===== src/rtl/field_oe_ctrl.sv =====
module field_oe_ctrl #(
  parameter int ADDR_W = 4,
  parameter int DATA_W = 8,
  parameter logic [ADDR_W-1:0] CTRL_ADDR = 4'h2,
  parameter int STRB_BIT = 5,
  parameter int QCK_BIT = 6
) (
  input  logic              clk,
  input  logic              rst_n,
  input  logic              reg_wr,
  input  logic [ADDR_W-1:0] reg_addr,
  input  logic [DATA_W-1:0] reg_wdata,
  output logic [DATA_W-1:0] reg_rdata,
  input  logic              retime_en,
  input  logic              field_start,
  input  logic              ext_disable,
  input  logic              fst_in,
  input  logic              lst_in,
  input  logic              qclk_in,
  output logic              fst_out,
  output logic              lst_out,
  output logic              qclk_out,
  output logic              strobe_oe,
  output logic              qclk_oe
);

  logic wr_hit;
  logic strb_wr, qck_wr;
  logic strb_nxt, qck_nxt;
  logic apply;
  logic strb_act, qck_act;
  logic [1:0] dis_sync;
  logic [DATA_W-1:0] ctrl_word;
  logic unused_wdata;

  assign wr_hit = reg_wr && (reg_addr == CTRL_ADDR);
  assign strb_nxt = wr_hit ? reg_wdata[STRB_BIT] : strb_wr;
  assign qck_nxt  = wr_hit ? reg_wdata[QCK_BIT]  : qck_wr;
  assign apply = !retime_en || field_start;
  assign unused_wdata = ^reg_wdata;

  always_ff @(posedge clk or negedge rst_n) begin
    if (!rst_n) begin
      strb_wr <= 1'b0;
      qck_wr  <= 1'b0;
    end else begin
      strb_wr <= strb_nxt;
      qck_wr  <= qck_nxt;
    end
  end

  always_ff @(posedge clk or negedge rst_n) begin
    if (!rst_n) begin
      strb_act <= 1'b0;
      qck_act  <= 1'b0;
    end else if (apply) begin
      strb_act <= strb_nxt;
      qck_act  <= qck_nxt;
    end
  end

  always_ff @(posedge clk or negedge rst_n) begin
    if (!rst_n) dis_sync <= 2'b00;
    else        dis_sync <= {dis_sync[0], ext_disable};
  end

  always_comb begin
    ctrl_word = '0;
    ctrl_word[STRB_BIT] = strb_wr;
    ctrl_word[QCK_BIT]  = qck_wr;
  end

  assign reg_rdata = (reg_addr == CTRL_ADDR) ? ctrl_word : '0;

  assign strobe_oe = !(dis_sync[1] || strb_act);
  assign qclk_oe   = !(dis_sync[1] || qck_act);
  assign fst_out   = fst_in;
  assign lst_out   = lst_in;
  assign qclk_out  = qclk_in;

  logic [1:0] since_rst;
  always_ff @(posedge clk or negedge rst_n) begin
    if (!rst_n)               since_rst <= 2'd0;
    else if (since_rst != 2'd3) since_rst <= since_rst + 2'd1;
  end

  AST_WRITE_SEEN: assert property (@(posedge clk) disable iff (!rst_n)
    wr_hit |=> (strb_wr == $past(reg_wdata[STRB_BIT])) && (qck_wr == $past(reg_wdata[QCK_BIT])));
  AST_OTHER_ADDR: assert property (@(posedge clk) disable iff (!rst_n)
    (reg_wr && reg_addr != CTRL_ADDR) |=> $stable(strb_wr) && $stable(qck_wr));
  AST_IMMEDIATE: assert property (@(posedge clk) disable iff (!rst_n)
    !retime_en |=> (strb_act == strb_wr) && (qck_act == qck_wr));
  AST_DEFER_HOLD: assert property (@(posedge clk) disable iff (!rst_n)
    (retime_en && !field_start) |=> $stable(strb_act) && $stable(qck_act));
  AST_BOUNDARY: assert property (@(posedge clk) disable iff (!rst_n)
    field_start |=> (strb_act == strb_wr) && (qck_act == qck_wr));
  AST_PIN_OFF: assert property (@(posedge clk) disable iff (!rst_n)
    (since_rst >= 2'd2 && $past(ext_disable, 2)) |-> (!strobe_oe && !qclk_oe));
  AST_BIT_OFF: assert property (@(posedge clk) disable iff (!rst_n)
    (strb_act |-> !strobe_oe) and (qck_act |-> !qclk_oe));

endmodule


===== config.mk =====
export PLATFORM = sky130hd
export DESIGN_NAME = field_oe_ctrl
export DESIGN_NICKNAME = d
export VERILOG_FILES = /design/src/rtl/field_oe_ctrl.sv
export SDC_FILE = /design/constraint.sdc
export NUM_CORES = 1
export LEC_CHECK = 0
export BUFFER_PORTS_ARGS = -buffer_cell sky130_fd_sc_hd__buf_2
export CAP_MARGIN = 10
export CORE_AREA = 2 2 39 41
export DETAILED_ROUTE_END_ITERATION = 16
export DIE_AREA = 0 0 41 43
export PLACE_DENSITY = 0.62
export REMOVE_ABC_BUFFERS = 1
export SYNTH_ARGS = -nofsm -noshare
export SYNTH_HDL_FRONTEND = slang
export SYNTH_SLANG_ARGS = --single-unit

===== constraint.sdc =====
create_clock -name clk -period 0.8 [get_ports clk]
set_input_delay 0.04 -clock clk [delete_from_list [all_inputs] [get_ports clk]]
set_output_delay 0.04 -clock clk [all_outputs]
set_load 0.03 [all_outputs]

==> impl_metrics.json <==
{
  "dp_slack_ps": -284.9,
  "fin_crit_sh_pct": 116.5,
  "coreArea_um2": 1384,
  "tns_ps": -551.2,
  "fp.dieW_um": 41,
  "status": "finished with violations",
  "grt_setup_unrepaired": "yes",
  "min_path_cells": 3,
  "required_ps": 760,
  "cts_tree": "yes",
  "slowest_stage": "dfrtp_1",
  "area_growth_pct": 51.87,
  "dp_hpwl_um": 531.4,
  "hold_end": "strb_wr",
  "busiest_layer": "met2",
  "hold_ws_ps": 64.59,
  "drt-vias-per-instance": 4.086,
  "diodes": 0,
  "numCtsBuffers": 3,
  "die_area_um2": 1763,
  "synth-simple-area-share_pct": 23.88,
  "use_met3_pct": 6.283,
  "cp_top_family": "flip-flops",
  "internal-power_mw": 0.6557,
  "grt_overflow": 0,
  "switching_power_mw": 0.2639,
  "worstSetupPathType": "reg2out",
  "seq_power_share_pct": 40.3,
  "start_util_pct": 24.23,
  "violations": "negative setup slack",
  "synth_xor_area_share_pct": 0,
  "rr_worst_depth": 3,
  "ys.warnings.count": 0,
  "peakVddDrop_v": 0.0007220,
  "antenna_left": 0,
  "worstHoldStart": "reg_wdata[5]",
  "cp-start-kind": "flip-flop",
  "placedCellCount": 61,
  "ys_types": 13,
  "crit_buf_inv": 1,
  "gr-usage-met2_pct": 15.00,
  "synthMuxAreaShare_pct": 0,
  "worst_hold_path_type": "in2reg",
  "swShare_pct": 28.69,
  "worst_r2r_endpoint": "qck_act",
  "power_density_nw_per_um2": 1806,
  "first_pass_iters": 1,
  "critPathMaxStageDelay_ps": 390,
  "clock_skew_ps": 1.053,
  "max_cap_viol_count": 0,
  "port_buffers": 15,
  "ff2ff_setup_slack_ps": 0,
  "vias": 286,
  "timing.fmax_mhz": 1073,
  "grtUsageTotal_pct": 9.828,
  "fin_cells": 70,
  "setup_slack_ps": -132.1,
  "h-tree-depth": 1,
  "syn_inst": 34,
  "cp.arrival_ps": 890,
  "clk_pin_slew_worst_paths_ps": 40,
  "synth-compound-area-share_pct": 8.955,
  "share_comb_of_total_power_pct": 31.1,
  "postLayoutCoreUtil_pct": 36.80,
  "cts_root_buffer": "clkbuf_4",
  "io_pins": 34,
  "nFillCells": 161,
  "place.gp.congestion": 0.7445,
  "end_kind": "primary output",
  "drt-initial-drc-count": 0,
  "grt_max_degree": 7,
  "timing.rr.start": "qck_wr",
  "cp_max_fo": 2,
  "pwr-share-clk_pct": 28.6,
  "yosysSeqAreaShare_pct": 44.78,
  "grt_pass1_wl_um": 1090,
  "syn_area_um2": 335.3,
  "grt_pass1_vias": 291,
  "maxSlewViolCount": 0,
  "grt_util_met1_pct": 8.940,
  "synth-adder-area-share_pct": 0,
  "ys_seq_elements": 6,
  "cts.sinks": 6,
  "cts.path.max_buffers": 2,
  "finalCriticalPeriod_ps": 932.1,
  "die_y_um": 43,
  "grt_antenna_before_repair": 0,
  "synth_top_family_by_area": "simple AND/OR/NAND/NOR gates",
  "drc": 0,
  "drive_gt1_share_pct": 51.85,
  "wire_per_inst_um": 10.41,
  "wl_um": 729,
  "nets": 77,
  "clk_latency_ps": 240,
  "path_cells": "and2_4 -> buf_6",
  "core.rowCount": 14,
  "leakage_nw": 0.2626,
  "finalSetupViolCount": 8,
  "hold_viol": 0,
  "syn_avg_cell_area_um2": 9.862
}
## power by group through the flow
stage	registers (mW)	logic, mW	clock network [mW]
2_1_floorplan	0.371	0.126	0
3_3_place_gp	0.378	0.178	0
3_5_place_dp	0.382	0.183	0
4_1_cts	0.372	0.251	0.277
5_1_grt	0.375	0.310	0.303
6_report	0.371	0.286	0.263
## worst max path at each step
stage	start	endpoint	slack (ps)	cells past startpoint
4_1_cts	qck_wr	reg_rdata[6]	-150	2
6_report	qck_wr	reg_rdata[6]	-130	2
5_1_grt	strb_act	strobe_oe	-170	2
3_5_place_dp	reg_addr[0]	qck_act	-280	4
2_1_floorplan	reg_addr[0]	qck_act	-110	3
3_3_place_gp	reg_addr[0]	qck_act	-270	4
## cells in the mapped netlist, drive strengths merged
cell type	number	area share [%]
o21ai	2	5.2
nor2	4	4.5
nand2b	1	1.9
conb	1	1.1
nand3	2	3.0
buf	9	20
a31oi	2	3.7
dfrtp	6	45
nand2	2	2.2
or4b	1	4.1
nor4b	1	4.5
inv	1	1.1
and2	2	3.7
## cell families (layout without fill, tap and decap cells)
logic type,after synthesis,count (layout)
other,1,6
flip-flops,6,6
AND/OR/NAND/NOR,13,13
AO/OA/AOI/OAI,4,4
buffers and inverters,10,25
## per-layer routing
metal	routed length (um)	share of wire, %
met1	242	33
met4	0	0
met5	0	0
met2	435	60
met3	51	7.0
## sequential cells by signal, indices dropped and copies added, names as in the netlist
name	count
dis_sync	2
qck_act	1
qck_wr	1
strb_act	1
strb_wr	1
## through the flow
| step | power [mW] | area, um^2 |
|---|---|---|
| after floorplan | 0.4967 | 286.5 |
| after global routing | 0.9873 | 509.2 |
| after global placement | 0.5559 | 381.6 |
| after detailed placement | 0.5641 | 381.6 |
| after CTS | 0.9006 | 475.5 |
| final | 0.9195 | 509.2 |
## layout by cell type, fill, tap and decap left out, drive strengths merged
cell | synthesis | layout
buf | 9 | 19
a31oi | 2 | 2
and2 | 2 | 2
nand2b | 1 | 1
conb | 1 | 6
dlygate4sd3 | 0 | 2
nor2 | 4 | 4
dfrtp | 6 | 6
clkbuf | 0 | 3
or4b | 1 | 1
nor4b | 1 | 1
inv | 1 | 1
nand3 | 2 | 2
nand2 | 2 | 2
o21ai | 2 | 2
## tightest hold or removal path: cells and delay by family
kind	cells	cell delay, ps
buffers and inverters	1	80
AND/OR/NAND/NOR	2	150
## what timing repair did
action                                  4_1_cts  5_1_grt
hold endpoints to repair                      7        0
buffers inserted                              3        1
resized for setup                             8        5
endpoints found under the setup margin        6        7
hold buffers                                  2        0
pin swaps                                     4        1
## area by class of cell
| class | count | area, um^2 | share of cell area (%) |
|---|---|---|---|
| clock buffers | 3 | 22.52 | 4.423 |
| inverters | 1 | 3.754 | 0.7371 |
| repair buffers | 21 | 158.9 | 31.20 |
| multi-input cells | 23 | 153.9 | 30.22 |
| flip-flops and latches | 6 | 150.1 | 29.48 |
| well taps | 16 | 20.02 | 3.931 |
(Power assumes the default switching activity.)
